===== src/rtl/piso_pkg.sv =====
`timescale 1ns/1ps
package piso_pkg;

    typedef enum logic [1:0] {
        OP_HOLD  = 2'd0,
        OP_LOAD  = 2'd1,
        OP_SHIFT = 2'd2
    } stage_op_e;

    typedef struct packed {
        logic strobe_prev;
        logic load_prev;
    } strobe_state_t;

endpackage


===== src/rtl/strobe_edge_detect.sv =====
`timescale 1ns/1ps
module strobe_edge_detect
    import piso_pkg::*;
(
    input  logic clk,
    input  logic rst,
    input  logic sclk,
    input  logic sen_n,
    input  logic load_n,
    output logic shift_pulse
);

    strobe_state_t st_d, st_q;
    logic          strobe_now;
    logic          strobe_rise;

    always_comb begin
        strobe_now     = sclk | sen_n;
        strobe_rise    = strobe_now & ~st_q.strobe_prev;
        // a rise is honoured only if load was already high last cycle
        shift_pulse    = strobe_rise & load_n & st_q.load_prev;
        st_d.strobe_prev = strobe_now;
        st_d.load_prev   = load_n;
        if (rst) begin
            st_d.strobe_prev = 1'b1;
        end
    end

    always_ff @(posedge clk) begin
        st_q <= st_d;
    end

    // a strobe edge yields one shift, never two in a row
    a_r9_one_per_edge: assert property (@(posedge clk) disable iff (rst)
        shift_pulse |=> !shift_pulse);

endmodule


===== src/rtl/shift_stages.sv =====
`timescale 1ns/1ps
module shift_stages
    import piso_pkg::*;
#(
    parameter int WIDTH = 8
) (
    input  logic             clk,
    input  logic             rst,
    input  stage_op_e        op,
    input  logic [WIDTH-1:0] par_in,
    input  logic             ser_in,
    output logic [WIDTH-1:0] stage_o
);

    localparam int LAST = WIDTH - 1;

    logic [WIDTH-1:0] stage_d, stage_q;
    logic [WIDTH-1:0] shift_src;

    assign shift_src[0] = ser_in;
    for (genvar i = 1; i < WIDTH; i++) begin : g_chain
        assign shift_src[i] = stage_q[i-1];
    end

    always_comb begin
        case (op)
            OP_LOAD:  stage_d = par_in;
            OP_SHIFT: stage_d = shift_src;
            default:  stage_d = stage_q;
        endcase
        if (rst) begin
            stage_d = '0;
        end
    end

    always_ff @(posedge clk) begin
        stage_q <= stage_d;
    end

    assign stage_o = stage_q;

    // reset clears all stages
    a_r1_reset_clears: assert property (@(posedge clk)
        rst |=> (stage_q == '0));

    // load copies the parallel word
    a_r2_load_capture: assert property (@(posedge clk) disable iff (rst)
        (op == OP_LOAD) |=> (stage_q == $past(par_in)));

    // shift moves each stage up by one and feeds stage 0 from ser_in
    a_r4_shift_chain: assert property (@(posedge clk) disable iff (rst)
        (op == OP_SHIFT) |=> ((stage_q[LAST:1] == $past(stage_q[LAST-1:0]))
                              && (stage_q[0] == $past(ser_in))));

endmodule


===== src/rtl/piso_gated_shifter.sv =====
`timescale 1ns/1ps
module piso_gated_shifter
    import piso_pkg::*;
#(
    parameter int WIDTH = 8
) (
    input  logic             clk,
    input  logic             rst,
    input  logic             load_n,
    input  logic             sclk,
    input  logic             sen_n,
    input  logic             ser_in,
    input  logic [WIDTH-1:0] par_in,
    output logic             q_out,
    output logic             q_out_n
);

    localparam int TAIL = WIDTH - 1;

    logic             shift_pulse;
    stage_op_e        op;
    logic [WIDTH-1:0] stages;
    logic             tail;

    strobe_edge_detect u_edge (
        .clk         (clk),
        .rst         (rst),
        .sclk        (sclk),
        .sen_n       (sen_n),
        .load_n      (load_n),
        .shift_pulse (shift_pulse)
    );

    always_comb begin
        if (!load_n) begin
            op = OP_LOAD;
        end else if (shift_pulse) begin
            op = OP_SHIFT;
        end else begin
            op = OP_HOLD;
        end
    end

    shift_stages #(.WIDTH(WIDTH)) u_stages (
        .clk     (clk),
        .rst     (rst),
        .op      (op),
        .par_in  (par_in),
        .ser_in  (ser_in),
        .stage_o (stages)
    );

    // load is transparent to the output while held low
    always_comb begin
        tail    = load_n ? stages[TAIL] : par_in[TAIL];
        q_out   = tail;
        q_out_n = ~tail;
    end

    // enable held high freezes the stages
    a_r5_enable_inhibit: assert property (@(posedge clk) disable iff (rst)
        (load_n && sen_n && $past(sen_n)) |=> $stable(stages));

    // strobe edge in the load-release cycle is discarded
    a_r8_release_guard: assert property (@(posedge clk) disable iff (rst)
        (load_n && !$past(load_n)) |=> $stable(stages));

    // while loading, the output tracks the top parallel bit
    a_r3_load_transparent: assert property (@(posedge clk) disable iff (rst)
        !load_n |-> (q_out == par_in[TAIL]));

endmodule


===== config.mk =====
export PLATFORM = sky130hd
export DESIGN_NAME = piso_gated_shifter
export DESIGN_NICKNAME = d
export VERILOG_FILES = /design/src/rtl/piso_pkg.sv /design/src/rtl/strobe_edge_detect.sv /design/src/rtl/shift_stages.sv /design/src/rtl/piso_gated_shifter.sv
export SDC_FILE = /design/constraint.sdc
export NUM_CORES = 1
export LEC_CHECK = 0
export BUFFER_PORTS_ARGS = -buffer_cell sky130_fd_sc_hd__buf_2
export CAP_MARGIN = 20
export CORE_AREA = 2 2 39 41
export DETAILED_ROUTE_END_ITERATION = 12
export DIE_AREA = 0 0 41 43
export PLACE_DENSITY = 0.61
export SETUP_SLACK_MARGIN = 0.2
export SLEW_MARGIN = 15
export SYNTH_ARGS = -nofsm -noshare
export SYNTH_HDL_FRONTEND = slang
export SYNTH_SLANG_ARGS = --single-unit

===== constraint.sdc =====
create_clock -name clk -period 2.6 [get_ports clk]
set_input_delay 0.13 -clock clk [delete_from_list [all_inputs] [get_ports clk]]
set_output_delay 0.13 -clock clk [all_outputs]
set_load 0.05 [all_outputs]

### Word level (Yosys, flattened, before mapping)

Index checks and enable logic that the tools add are counted.

* flip-flop bits (word level): 10
* output and inout port bits: 2
* logic and storage cells: 16

* eq/ne operators: 2
* multiplexer cells: 4
* bitwise logic cells: 6
* reductions and logical operators: 1

Operators with widths (number)
* case mux 8 bit (2 select lines): 1
* 2-to-1 mux 2 bit: 2
* AND 1 bit: 3
* equality test 2 x 1 -> 1 bit (second input constant): 1
* equality test 2 bit (second input constant): 1
* NOT 1 bit: 2
* nonzero test 2 bit: 1
* 2-to-1 mux 1 bit: 1
* OR 1 bit: 1

### Logic depth before layout (Yosys ltp)

* word-level depth: 8
* mapped depth: 4

### Hierarchy

Synthesis repeated with hierarchy kept, for this count alone.

* cell total of the unflattened synthesis: 46
* area, all modules: 483.0 sq um

Modules (own cells, without submodules)
* shift_stages: times used 1, cells each 37, area each 389.1 sq um, seq. area each 160.2 sq um
* strobe_edge_detect: times used 1, cells each 5, area each 57.6 sq um, seq. area each 40.0 sq um
* piso_gated_shifter: times used 1, cells each 4, area each 36.3 sq um, seq. area each 0.0 sq um

### Least setup slack after synthesis

Ideal clock, no wire load.

* path kind: input -> output
* start: input load_n
* end: output q_out
* arrival: 1.704 ns
* data required time: 2.470 ns
* setup slack: 0.766 ns
* stages: 3
* path buffers: 1
* cells stage by stage: buf_4 -> mux2i_1 -> inv_1

* cells in the longest elaborated chain, start to end: 1

Ends and longest elaborated chain
* from (decl): line piso_gated_shifter.sv:9 `input logic load_n,`
* 2-to-1 mux 1 bit: line piso_gated_shifter.sv:55 `tail = load_n ? stages[TAIL] : par_in[TAIL];`
* to (decl): line piso_gated_shifter.sv:14 `output logic q_out,`

Every way passes these cells.

### Worst setup path in the final report

* start: register u_edge.st_q[0] (netlist name)
* end: register u_stages.stage_q[1], in the netlist u_stages.stage_o[1]

* cells in the longest elaborated chain, start to end: 5

Ends and longest elaborated chain
* from (decl): line strobe_edge_detect.sv:13 `strobe_state_t st_d, st_q;`
* from (signal assigned): line strobe_edge_detect.sv:30 `st_q <= st_d;`
* AND 1 bit *: line strobe_edge_detect.sv:21 `shift_pulse = strobe_rise & load_n & st_q.load_prev;`
* 2-to-1 mux 2 bit *: line piso_gated_shifter.sv:37 `end else if (shift_pulse) begin`
* 2-to-1 mux 2 bit *: line piso_gated_shifter.sv:35 `if (!load_n) begin`
* equality test 2 bit or equality test 2 x 1 -> 1 bit (tied branches): line shift_stages.sv:26 `case (op)`
* case mux 8 bit (2 select lines) or nonzero test 2 bit (tied branches)
* to (signal assigned): line shift_stages.sv:37 `stage_q <= stage_d;`
* to (decl): line shift_stages.sv:17 `logic [WIDTH-1:0] stage_d, stage_q;`

Mark *: on every way between the ends. The rest lies on a longest branch, timed or not.
A chain may end at the register's enable or synchronous reset.

==> results.py <==
metrics = {
    "yosys": {
        "syn-cell-area_um2": 460.4,
        "synthFlopType": "dfxtp_1",
        "avgSynthCellArea_um2": 8.688,
        "yosysMostFrequentCell": "dfxtp_1",
        "synth_edf_count": 0,
        "yosys_register_bits": 10,
        "synthCells": 53,
        "ys_async_sr_fraction_pct": 0,
        "synth_fp_nets": 67,
        "synth_cell_types": 18,
        "ys_seq_area_share_pct": 43.48,
        "synth_top_area_cell": "dfxtp_1",
        "synth_warnings": 0,
        "synth_top_cell_area_share_pct": 43.48,
        "synth_common_cells": "10 x dfxtp_1, 8 x nor2_1, 7 x a311oi_1, 7 x nand3_1, 7 x o21ai_0",
        "yosys-top-cells-area": "dfxtp_1 43%, a311oi_1 13%, nand3_1 7.6%, o21ai_0 7.6%, nor2_1 6.5%",
    },
    "clock_tree": {
        "cts_max_path_buffers": 2,
        "post-cts-setup-buffers": 0,
        "path_clk_slew_ns": 0.06,
        "ctsResizeCount": 0,
        "cts_max_level": 1,
        "ctsHoldBuffers": 0,
        "clock-sinks": 10,
        "clkLatencyLatePin_ns": 0.25,
        "cts_tree": "yes",
        "clockRootBuffer": "clkbuf_4",
        "cts_inserted_buffers": 3,
    },
    "sta": {
        "min_period_ns": 1.344,
        "grt_setup_unrepaired": "false",
        "clock.fmax_mhz": 744.1,
        "slew_violations": 0,
        "worst_pin_slew_ns": 0.5866,
        "skew_ns": 0.0007586,
        "setup_viol": 0,
        "relSlewSlack_pct": 60.81,
        "finalSetupTns_ns": 0,
        "fin_crit_sh_pct": 51.69,
        "finalHoldViolCount": 0,
        "fin_ws_ns": 1.256,
    },
    "placement": {
        "gp_congestion": 0.7429,
        "dp.cells": 79,
        "dp_slack_ns": 1.270,
        "port-buffer-count": 15,
    },
    "critical_path": {
        "worst_path_largest_cell_delay_ns": 0.49,
        "cp.required_ns": 2.76,
        "critPathBufInv": 0,
        "critPathKind": "flop to flop",
        "cp_max_fo": 9,
        "path_cells": "nor2b_1 -> nand3_1 -> a311oi_1",
        "endpoint_kind": "flop",
        "cpMaxStageDelayCell": "nor2b_1",
        "crit_family": "simple AND/OR/NAND/NOR gates",
        "critPathArrivalTime_ns": 1.50,
        "cp-start-kind": "flop",
    },
    "routing": {
        "wl_um": 986,
        "drt_first_iter_violations": 11,
        "num_vias": 434,
        "drc_errors": 0,
        "viasPerCell": 5.293,
        "firstDrtPassIters": 4,
        "ant_nets": 0,
        "wl_per_cell_um": 12.02,
    },
    "pwr": {
        "vdd_drop_max_mv": 0.2452,
        "powerDensity_nw_per_um2": 583.9,
        "p_leak_uw": 0.0002104,
    },
    "die": {
        "core-area_um2": 1384,
        "row_count": 14,
        "pin_count": 16,
        "die_width_um": 41,
        "die_h_um": 43,
        "start_util_pct": 33.27,
        "die_area_um2": 1763,
    },
    "cells_and_area": {
        "post-route-util_pct": 39.24,
        "seq_area_um2": 200.2,
        "n_fill_cell": 149,
        "fin_cells": 82,
        "syn2layout_area_growth_pct": 17.93,
        "layout.nets": 82,
        "antennaDiodeCount": 0,
        "drive_above_1_share_pct": 30.30,
        "multi_input_comb_area_um2": 221.5,
    },
    "grt": {
        "grt.overflow.total": 0,
        "grt_pass1_vias": 349,
        "antenna_found_initial": 0,
        "grt_pass1_wl_um": 1587,
        "grt_usage_pct": 13.35,
        "grt_max_degree": 19,
    },
    "hold_path": {
        "hold_path.class": "input port to flop",
    },
    "run_status": {
        "status": "completed",
    },
    "flow_run": {
        "max-cap-violations": 0,
    },
}
==> flip-flops by register name, indices dropped and copies added (netlist names) <==
register	count
u_stages.stage_o	8
u_edge.st_q	2
==> through the flow <==
step / hold slack [ns] / cell area [µm²] / power [µW]
final: 0.08595 / 543.0 / 317.1
after global routing: 0.08348 / 543.0 / 338.2
after CTS: 0.07196 / 543.0 / 325.8
after detailed placement: 0.3464 / 520.5 / 221.3
after global placement: 0.3390 / 520.5 / 220.4
after floorplan: 0.1577 / 460.4 / 206.9
==> cell type report <==
type                       instances  share of cell area [%]
tap                               16                   3.687
inverter                           1                  0.6912
timing repair buffer              15                   13.82
clock buffer                       3                   4.147
sequential                        10                   36.87
multi-input combinational         37                   40.78
==> power breakdown <==
group          switching (µW)  internal (µW)
logic                    30.9           18.9
clock network            46.3           53.1
registers                4.38            163
==> metal layers <==
layer / up-vias / track usage (%) / share of wire, %
li1: 224 / - / -
met4: 0 / 8.000 / 1.5
met1: 191 / 19.61 / 49
met3: 2 / 4.712 / 6.5
met2: 17 / 15.94 / 42
met5: - / 0 / 0
==> cells by family after synthesis <==
logic type | synth area share, %
flip-flops | 43.48
buffers and inverters | 8.420
AO/OA/AOI/OAI | 24.73
AND/OR/NAND/NOR | 21.20
multiplexers | 2.174
==> placed cells by master (no fill, tap or decap) <==
cell	n
buf_2	15
a311oi_1	7
clkbuf_4	3
inv_1	1
nand3_1	7
or3_2	1
nor2b_1	1
nand2b_1	1
nand4_1	1
or2_1	1
a31o_1	1
a21oi_2	1
o21ai_0	7
mux2i_1	1
nor2_1	8
dfxtp_1	10
==> worst paths after layout <==
kind,start,end,slack [ns],depth (start not counted)
hold / removal,sclk,u_edge.st_q[1]$_SDFF_PP1_,0.09,2
hold reg to reg,u_stages.stage_o[4]$_SDFFE_PP0P_,u_stages.stage_o[5]$_SDFFE_PP0P_,0.49,2
setup reg to reg,u_edge.st_q[0]$_DFF_P_,u_stages.stage_o[1]$_SDFFE_PP0P_,1.26,3
setup / recovery,u_edge.st_q[0]$_DFF_P_,u_stages.stage_o[1]$_SDFFE_PP0P_,1.26,3
No activity file was read; power rests on OpenSTA's default activity.
